[src/rtl/extirq_pkg.sv]
// Package: shared offsets, sense codes and the sense decode function for
// the external interrupt line controller. Assumes 32-bit data words.
package extirq_pkg;

    localparam int unsigned DATA_W   = 32;
    localparam int unsigned SENSE_W  = 6;

    localparam int unsigned OFS_PEND = 32'h000;
    localparam int unsigned OFS_ENCL = 32'h004;
    localparam int unsigned OFS_ENST = 32'h008;
    localparam int unsigned OFS_DET  = 32'h100;
    localparam int unsigned OFS_LVL  = 32'h104;
    localparam int unsigned OFS_CFG  = 32'h180;

    localparam logic [SENSE_W-1:0] SENSE_LOW  = 6'h01;
    localparam logic [SENSE_W-1:0] SENSE_HIGH = 6'h02;
    localparam logic [SENSE_W-1:0] SENSE_FALL = 6'h04;
    localparam logic [SENSE_W-1:0] SENSE_RISE = 6'h08;
    localparam logic [SENSE_W-1:0] SENSE_BOTH = 6'h0C;

    // Detection condition for one line given its code and level history.
    function automatic logic sense_hit(input logic [SENSE_W-1:0] code,
                                       input logic lvl, input logic prev);
        case (code)
            SENSE_LOW:  return !lvl;
            SENSE_HIGH: return lvl;
            SENSE_FALL: return !lvl && prev;
            SENSE_RISE: return lvl && !prev;
            SENSE_BOTH: return lvl != prev;
            default:    return 1'b0;
        endcase
    endfunction

    // True when the code selects one of the supported modes.
    function automatic logic sense_valid(input logic [SENSE_W-1:0] code);
        return (code == SENSE_LOW) || (code == SENSE_HIGH) || (code == SENSE_FALL) ||
               (code == SENSE_RISE) || (code == SENSE_BOTH);
    endfunction

    // True for the three edge modes.
    function automatic logic sense_edge(input logic [SENSE_W-1:0] code);
        return (code == SENSE_FALL) || (code == SENSE_RISE) || (code == SENSE_BOTH);
    endfunction

endpackage

[src/rtl/extirq_sync.sv]
// Module: two-flop synchroniser per pin plus a one-cycle history flop.
// Assumes the pins are asynchronous to clk; lvl is the synchronised level,
// lvl_prev is that level one cycle earlier (used for edge detection).
module extirq_sync #(
    parameter int NUM_LINES = 32
) (
    input  logic                 clk,
    input  logic                 rst_n,
    input  logic [NUM_LINES-1:0] pin_i,
    output logic [NUM_LINES-1:0] lvl,
    output logic [NUM_LINES-1:0] lvl_prev
);

    logic [NUM_LINES-1:0] meta_q;

    // Shift each pin through metastability, level and history stages.
    always_ff @(posedge clk) begin
        if (!rst_n) begin
            meta_q   <= '0;
            lvl      <= '0;
            lvl_prev <= '0;
        end else begin
            meta_q   <= pin_i;
            lvl      <= meta_q;
            lvl_prev <= lvl;
        end
    end

endmodule

[src/rtl/extirq_detect.sv]
// Module: per-line sense decode and sticky detect bits.
// Assumes cfg_flat holds one SENSE_W field per line (line n at n*SENSE_W).
// A detection in the same cycle as a software clear wins over the clear.
module extirq_detect
    import extirq_pkg::*;
#(
    parameter int NUM_LINES = 32
) (
    input  logic                         clk,
    input  logic                         rst_n,
    input  logic [NUM_LINES-1:0]         lvl,
    input  logic [NUM_LINES-1:0]         lvl_prev,
    input  logic [NUM_LINES*SENSE_W-1:0] cfg_flat,
    input  logic [NUM_LINES-1:0]         det_clr,
    output logic [NUM_LINES-1:0]         det_q
);

    logic [NUM_LINES-1:0] hit;

    for (genvar i = 0; i < NUM_LINES; i++) begin : g_line
        // Decode this line's condition from its sense code.
        assign hit[i] = sense_hit(cfg_flat[i*SENSE_W +: SENSE_W], lvl[i], lvl_prev[i]);
    end

    // Latch detections; clear on write-one, new hits take priority.
    always_ff @(posedge clk) begin
        if (!rst_n) det_q <= '0;
        else        det_q <= (det_q & ~det_clr) | hit;
    end

endmodule

[src/rtl/extirq_regs.sv]
// Module: register decode, enable mask, per-line sense storage and read mux.
// Assumes ADDR_W is wide enough for the last sense register and that
// NUM_LINES is at most 32. Unmapped and misaligned offsets read zero.
module extirq_regs
    import extirq_pkg::*;
#(
    parameter int NUM_LINES = 32,
    parameter int ADDR_W    = 12
) (
    input  logic                         clk,
    input  logic                         rst_n,
    input  logic                         wr_en,
    input  logic                         rd_en,
    input  logic [ADDR_W-1:0]            addr,
    input  logic [DATA_W-1:0]            wdata,
    input  logic [NUM_LINES-1:0]         det_q,
    input  logic [NUM_LINES-1:0]         lvl,
    output logic [DATA_W-1:0]            rdata,
    output logic [NUM_LINES-1:0]         en_q,
    output logic [NUM_LINES*SENSE_W-1:0] cfg_flat,
    output logic [NUM_LINES-1:0]         det_clr
);

    localparam logic [ADDR_W-1:0]   A_PEND   = ADDR_W'(OFS_PEND);
    localparam logic [ADDR_W-1:0]   A_ENCL   = ADDR_W'(OFS_ENCL);
    localparam logic [ADDR_W-1:0]   A_ENST   = ADDR_W'(OFS_ENST);
    localparam logic [ADDR_W-1:0]   A_DET    = ADDR_W'(OFS_DET);
    localparam logic [ADDR_W-1:0]   A_LVL    = ADDR_W'(OFS_LVL);
    localparam int                  WORD_W   = ADDR_W - 2;
    localparam logic [WORD_W-1:0]   CFG_WBASE = WORD_W'(OFS_CFG / 4);

    logic [SENSE_W-1:0] cfg_q [NUM_LINES];
    logic [WORD_W-1:0]  cfg_word;
    logic               cfg_sel;

    // Word index relative to the first sense register; valid when aligned.
    assign cfg_word = addr[ADDR_W-1:2] - CFG_WBASE;
    assign cfg_sel  = (addr[1:0] == 2'b00) && (addr[ADDR_W-1:2] >= CFG_WBASE) &&
                      (cfg_word < WORD_W'(NUM_LINES));

    // Write-one clear mask for the detect bits.
    assign det_clr = (wr_en && addr == A_DET) ? wdata[NUM_LINES-1:0] : '0;

    // Enable mask: write-one set and write-one clear at separate offsets.
    always_ff @(posedge clk) begin
        if (!rst_n)                     en_q <= '0;
        else if (wr_en && addr == A_ENST) en_q <= en_q | wdata[NUM_LINES-1:0];
        else if (wr_en && addr == A_ENCL) en_q <= en_q & ~wdata[NUM_LINES-1:0];
    end

    for (genvar i = 0; i < NUM_LINES; i++) begin : g_cfg
        // Sense field storage for line i; only the low bits are kept.
        always_ff @(posedge clk) begin
            if (!rst_n)
                cfg_q[i] <= '0;
            else if (wr_en && cfg_sel && cfg_word == WORD_W'(i))
                cfg_q[i] <= wdata[SENSE_W-1:0];
        end
        assign cfg_flat[i*SENSE_W +: SENSE_W] = cfg_q[i];
    end

    // Read multiplexer; zero outside read strobes and for unmapped offsets.
    always_comb begin
        rdata = '0;
        if (rd_en) begin
            if (addr == A_PEND)      rdata[NUM_LINES-1:0] = det_q & en_q;
            else if (addr == A_ENCL) rdata[NUM_LINES-1:0] = en_q;
            else if (addr == A_DET)  rdata[NUM_LINES-1:0] = det_q;
            else if (addr == A_LVL)  rdata[NUM_LINES-1:0] = lvl;
            else if (cfg_sel) begin
                for (int i = 0; i < NUM_LINES; i++)
                    if (cfg_word == WORD_W'(i)) rdata[SENSE_W-1:0] = cfg_q[i];
            end
        end
    end

endmodule

[src/rtl/extirq_ctrl.sv]
// Module: top of the external interrupt line controller. Ties together the
// synchroniser, the detect logic and the register block, and gates each
// detect bit with its enable to form one interrupt output per line.
// Assumes NUM_LINES <= 32 and a synchronous active-low reset.
module extirq_ctrl
    import extirq_pkg::*;
#(
    parameter int NUM_LINES = 32,
    parameter int ADDR_W    = 12
) (
    input  logic                 clk,
    input  logic                 rst_n,
    input  logic [NUM_LINES-1:0] pin_i,
    input  logic                 wr_en,
    input  logic                 rd_en,
    input  logic [ADDR_W-1:0]    addr,
    input  logic [DATA_W-1:0]    wdata,
    output logic [DATA_W-1:0]    rdata,
    output logic [NUM_LINES-1:0] irq_o
);

    logic [NUM_LINES-1:0]         lvl;
    logic [NUM_LINES-1:0]         lvl_prev;
    logic [NUM_LINES-1:0]         det_q;
    logic [NUM_LINES-1:0]         det_clr;
    logic [NUM_LINES-1:0]         en_q;
    logic [NUM_LINES*SENSE_W-1:0] cfg_flat;

    extirq_sync #(.NUM_LINES(NUM_LINES)) u_sync (
        .clk(clk), .rst_n(rst_n), .pin_i(pin_i), .lvl(lvl), .lvl_prev(lvl_prev)
    );

    extirq_detect #(.NUM_LINES(NUM_LINES)) u_detect (
        .clk(clk), .rst_n(rst_n), .lvl(lvl), .lvl_prev(lvl_prev),
        .cfg_flat(cfg_flat), .det_clr(det_clr), .det_q(det_q)
    );

    extirq_regs #(.NUM_LINES(NUM_LINES), .ADDR_W(ADDR_W)) u_regs (
        .clk(clk), .rst_n(rst_n), .wr_en(wr_en), .rd_en(rd_en), .addr(addr),
        .wdata(wdata), .det_q(det_q), .lvl(lvl), .rdata(rdata), .en_q(en_q),
        .cfg_flat(cfg_flat), .det_clr(det_clr)
    );

    // Per-line interrupt: latched detection gated by its enable.
    assign irq_o = det_q & en_q;

endmodule

[config.mk]
export PLATFORM = sky130hd
export DESIGN_NAME = extirq_ctrl
export DESIGN_NICKNAME = d
export VERILOG_FILES = /design/src/rtl/extirq_pkg.sv /design/src/rtl/extirq_sync.sv /design/src/rtl/extirq_detect.sv /design/src/rtl/extirq_regs.sv /design/src/rtl/extirq_ctrl.sv
export SDC_FILE = /design/constraint.sdc
export NUM_CORES = 1
export LEC_CHECK = 0
export BUFFER_PORTS_ARGS = -buffer_cell sky130_fd_sc_hd__buf_2
export CAP_MARGIN = 20
export CELL_PAD_IN_SITES_DETAIL_PLACEMENT = 1
export CELL_PAD_IN_SITES_GLOBAL_PLACEMENT = 2
export CORE_UTILIZATION = 39
export CTS_CLUSTER_SIZE = 10
export DETAILED_ROUTE_END_ITERATION = 8
export PLACE_DENSITY_LB_ADDON = 0.2
export SYNTH_ARGS = -nofsm -noshare
export SYNTH_HDL_FRONTEND = slang
export SYNTH_HIERARCHICAL = 1
export SYNTH_SLANG_ARGS = --single-unit
[constraint.sdc]
create_clock -name clk -period 4.34 [get_ports clk]
set_input_delay 0.434 -clock clk [delete_from_list [all_inputs] [get_ports clk]]
set_output_delay 0.434 -clock clk [all_outputs]
set_load 0.005 [all_outputs]
==> impl_results.md <==
* Status: complete, no violations
* Htree depth at 2
* TritonCTS clock tree: built
* Skew-Pair Late Insertion Delay at 0.58 ns
* Worst slew pin tran at 0.885 ns
* Commonest non-fill, non-tap cells in the layout: 243 x nor2_1, 192 x edfxtp_1, 189 x and2_1
* Critical setup path kind: input pin to output port
* NumNets Final at 2,283
* Largest net degree at the start of global routing at 72
* Fmax achieved at 244 MHz
* Synth Instances at 1,978
* Initial DRC count at 1,443
* Pins Over Slew Limit at 0
* Post-synth ARST share at 0%
* Crit-path max cell delay at 0.67 ns
* WL final at 76,200 um
* CP Launch Type: input pin
* # DRC at 0
* Drt wl/cell at 27.3 um
* Area occupied by multi-input gates at 9220 um2
* Final Util at 45.9%
* Total track usage at 30.4%
* Via density at 6.03
* Library cells used by synthesis at 87
* Global-route wire length before repair at 112,000 um
* Layout cells sized above 1 at 16.2%
* Via count at 16,800
* Fillers at 5,453
* DIE HEIGHT at 223 um
* Syn_nets at 2,123
* CP Max Fanout at 13
* Clock sink count at 352
* Fin crit period at 4.10 ns
* Root buf cell: clkbuf_16
* Setup TNS at 0 ns
* CP top delay family: compound AO/OA/AOI/OAI gates
* Buffers on Ports at 143
* Cts bufs inserted at 43
* Sequential Area at 8970 um2
* Ports at 144
* Area leader, netlist: edfxtp_1
* Crit path DAT at 3.66 ns
* Commonest non-fill, non-tap cell in the layout: nor2_1
* Post-route ant nets at 0
* Layout area overhead at 15.7%
* Most used cell, CP: buf_2
* DR pass1 iterations at 5
* Row count at 80
* Die width at 223 um
* Max Cap Viol at 0
* Post-synth top flop: edfxtp_1
* Period utilisation layout at 94.4%
* Sequential fraction of the synthesis area at 47.1%
* GP Congestion at 0.948
* Syn avg cell area at 9.63 um2
* EDFF count, synth at 192
* Reg clk slew, reported paths at 0.06 ns
* Largest cells by area after synthesis: edfxtp_1 30%, dfxtp_1 17%, and2_1 6.2%, nor2_1 4.8%, ha_1 4.3%
* CP Capture Type: output port
* Worst Path Required at 3.91 ns
* DIE AREA at 49,700 um2
* Ys Warns at 6
* RSZ-0062 raised after global routing: false
* Peak supply drop at 0.000358 V
* Clock skew at 0.0104 ns
* Final hold vios at 0
* Clock Tree Buf Depth at 3
* Initial antenna violation count at 5
* Setup Buffers After CTS at 0
* Cell Pwr Density at 361 nW/um2
* Max_slew headroom at 41.0%
* Cell area after synthesis at 19,000 um2
* Synthesis-stage register bit count at 352
* Area share of the largest cell type after synthesis at 30.3%
* Gr ovfl total at 0
* Pleak at 8.17 nW
* Setup violators final at 0
* CP max stage cell: a2111oi_1
* WP buf/inv at 3
* Starting Density at 39.7%
* Vias in the first global route at 17,000
* Post-DP HPWL at 55,300 um
* Total chip power at 7.95 mW
* Core Region at 47,900 um2
* Ordered list of cells on the worst path: buf_2, ha_1, or3b_2, o32ai_1, o21ai_0, buf_4, a2111oi_1, o2bb2ai_1, a221o_1, a22o_1, buf_2
* Hold Path Class: input pin to flop
synthesized netlist by cell type, types with 6 or more instances:
cell type  number
o32a_1         22
and3_1         38
o21ai_0        89
nand4_1         6
o211ai_1       10
buf_2          18
nand3_2         6
a21oi_1       106
o22ai_1        13
edfxtp_1      192
a31o_2          6
mux2_2         11
nor2b_1        10
a221oi_1        7
or3b_1          7
o2111ai_1      40
o31ai_1         9
a31oi_1         9
clkbuf_1       80
mux4_2          8
a22oi_1        64
buf_1           9
nand3_1        40
dfxtp_1       160
inv_1          77
and2_1        190
nor2_1        243
and3b_1        30
buf_6           9
mux2i_1        14
nor4_1          9
nor3b_1         6
o21a_1         22
a211oi_1       23
nand3b_1       37
nand2_4         6
nand2_1       138
o21ai_1        21
ha_1           65
a211o_1        31
sequential cells by signal (all words and copies together) (netlist names), named ones only:
name             count
u_regs/cfg_q       192
u_detect/det_q      32
u_sync/lvl          32
u_sync/lvl_prev     32
u_sync/meta_q       32
worst paths after layout:
check	from	to	slack (ns)	cells past startpoint
worst max-delay path	addr[7]	rdata[0]	0.24	11
worst min-delay path	pin_i[14]	u_sync/meta_q[14]	0.06	2
worst max register to register	u_sync/lvl[10]	u_detect/det_q[10]	2.19	6
worst min register to register	u_sync/meta_q[8]	u_sync/lvl[8]	0.43	1
kinds of logic after synthesis:
logic type      synth area share (%)
fa+ha+maj                       4.27
flops                           47.1
simple gates                    22.9
buf+inv                         4.51
mux                             2.33
compound gates                  18.9
metal layers:
metal	GRT usage, %	wire length (um)
met5	0	0
met4	8.57	1830
met3	4.40	5470
met2	49.5	35400
met1	42.0	33500
what timing repair did:
| item | in CTS | in global routing |
|---|---|---|
| gates resized for setup | 0 | 1 |
| hold buffers | 0 | 0 |
| endpoints found under the setup margin | 0 | 1 |
stage by stage:
step / setup slack, ns / instance area [um2] / hold WS, ns / std cells
2_1_floorplan: 0.981 / 19000 / 0.406 / 1978
3_3_place_gp: 0.308 / 20700 / 0.415 / 2708
3_5_place_dp: 0.201 / 20700 / 0.421 / 2708
4_1_cts: 0.193 / 22000 / 0.0404 / 2784
5_1_grt: 0.0706 / 22000 / 0.0495 / 2784
6_report: 0.242 / 22000 / 0.0638 / 2788
power breakdown:
group | leakage (nW) | internal, mW | switching [mW]
Combinational | 4.40 | 0.251 | 0.428
Clock | 0.638 | 2.02 | 1.43
Sequential | 3.13 | 3.65 | 0.175
Total | 8.17 | 5.92 | 2.03
layout make-up:
class / instances / area share (%)
Clock buffer: 73 / 5.87
Multi-Input combinational cell: 1428 / 41.9
Timing Repair Buffer: 235 / 6.54
Tap cell: 615 / 3.49
Clock inverter: 3 / 0.136
Inverter: 78 / 1.33
Sequential cell: 352 / 40.7
Antenna cell: 4 / 0.0454
(Power assumes the default switching activity.)
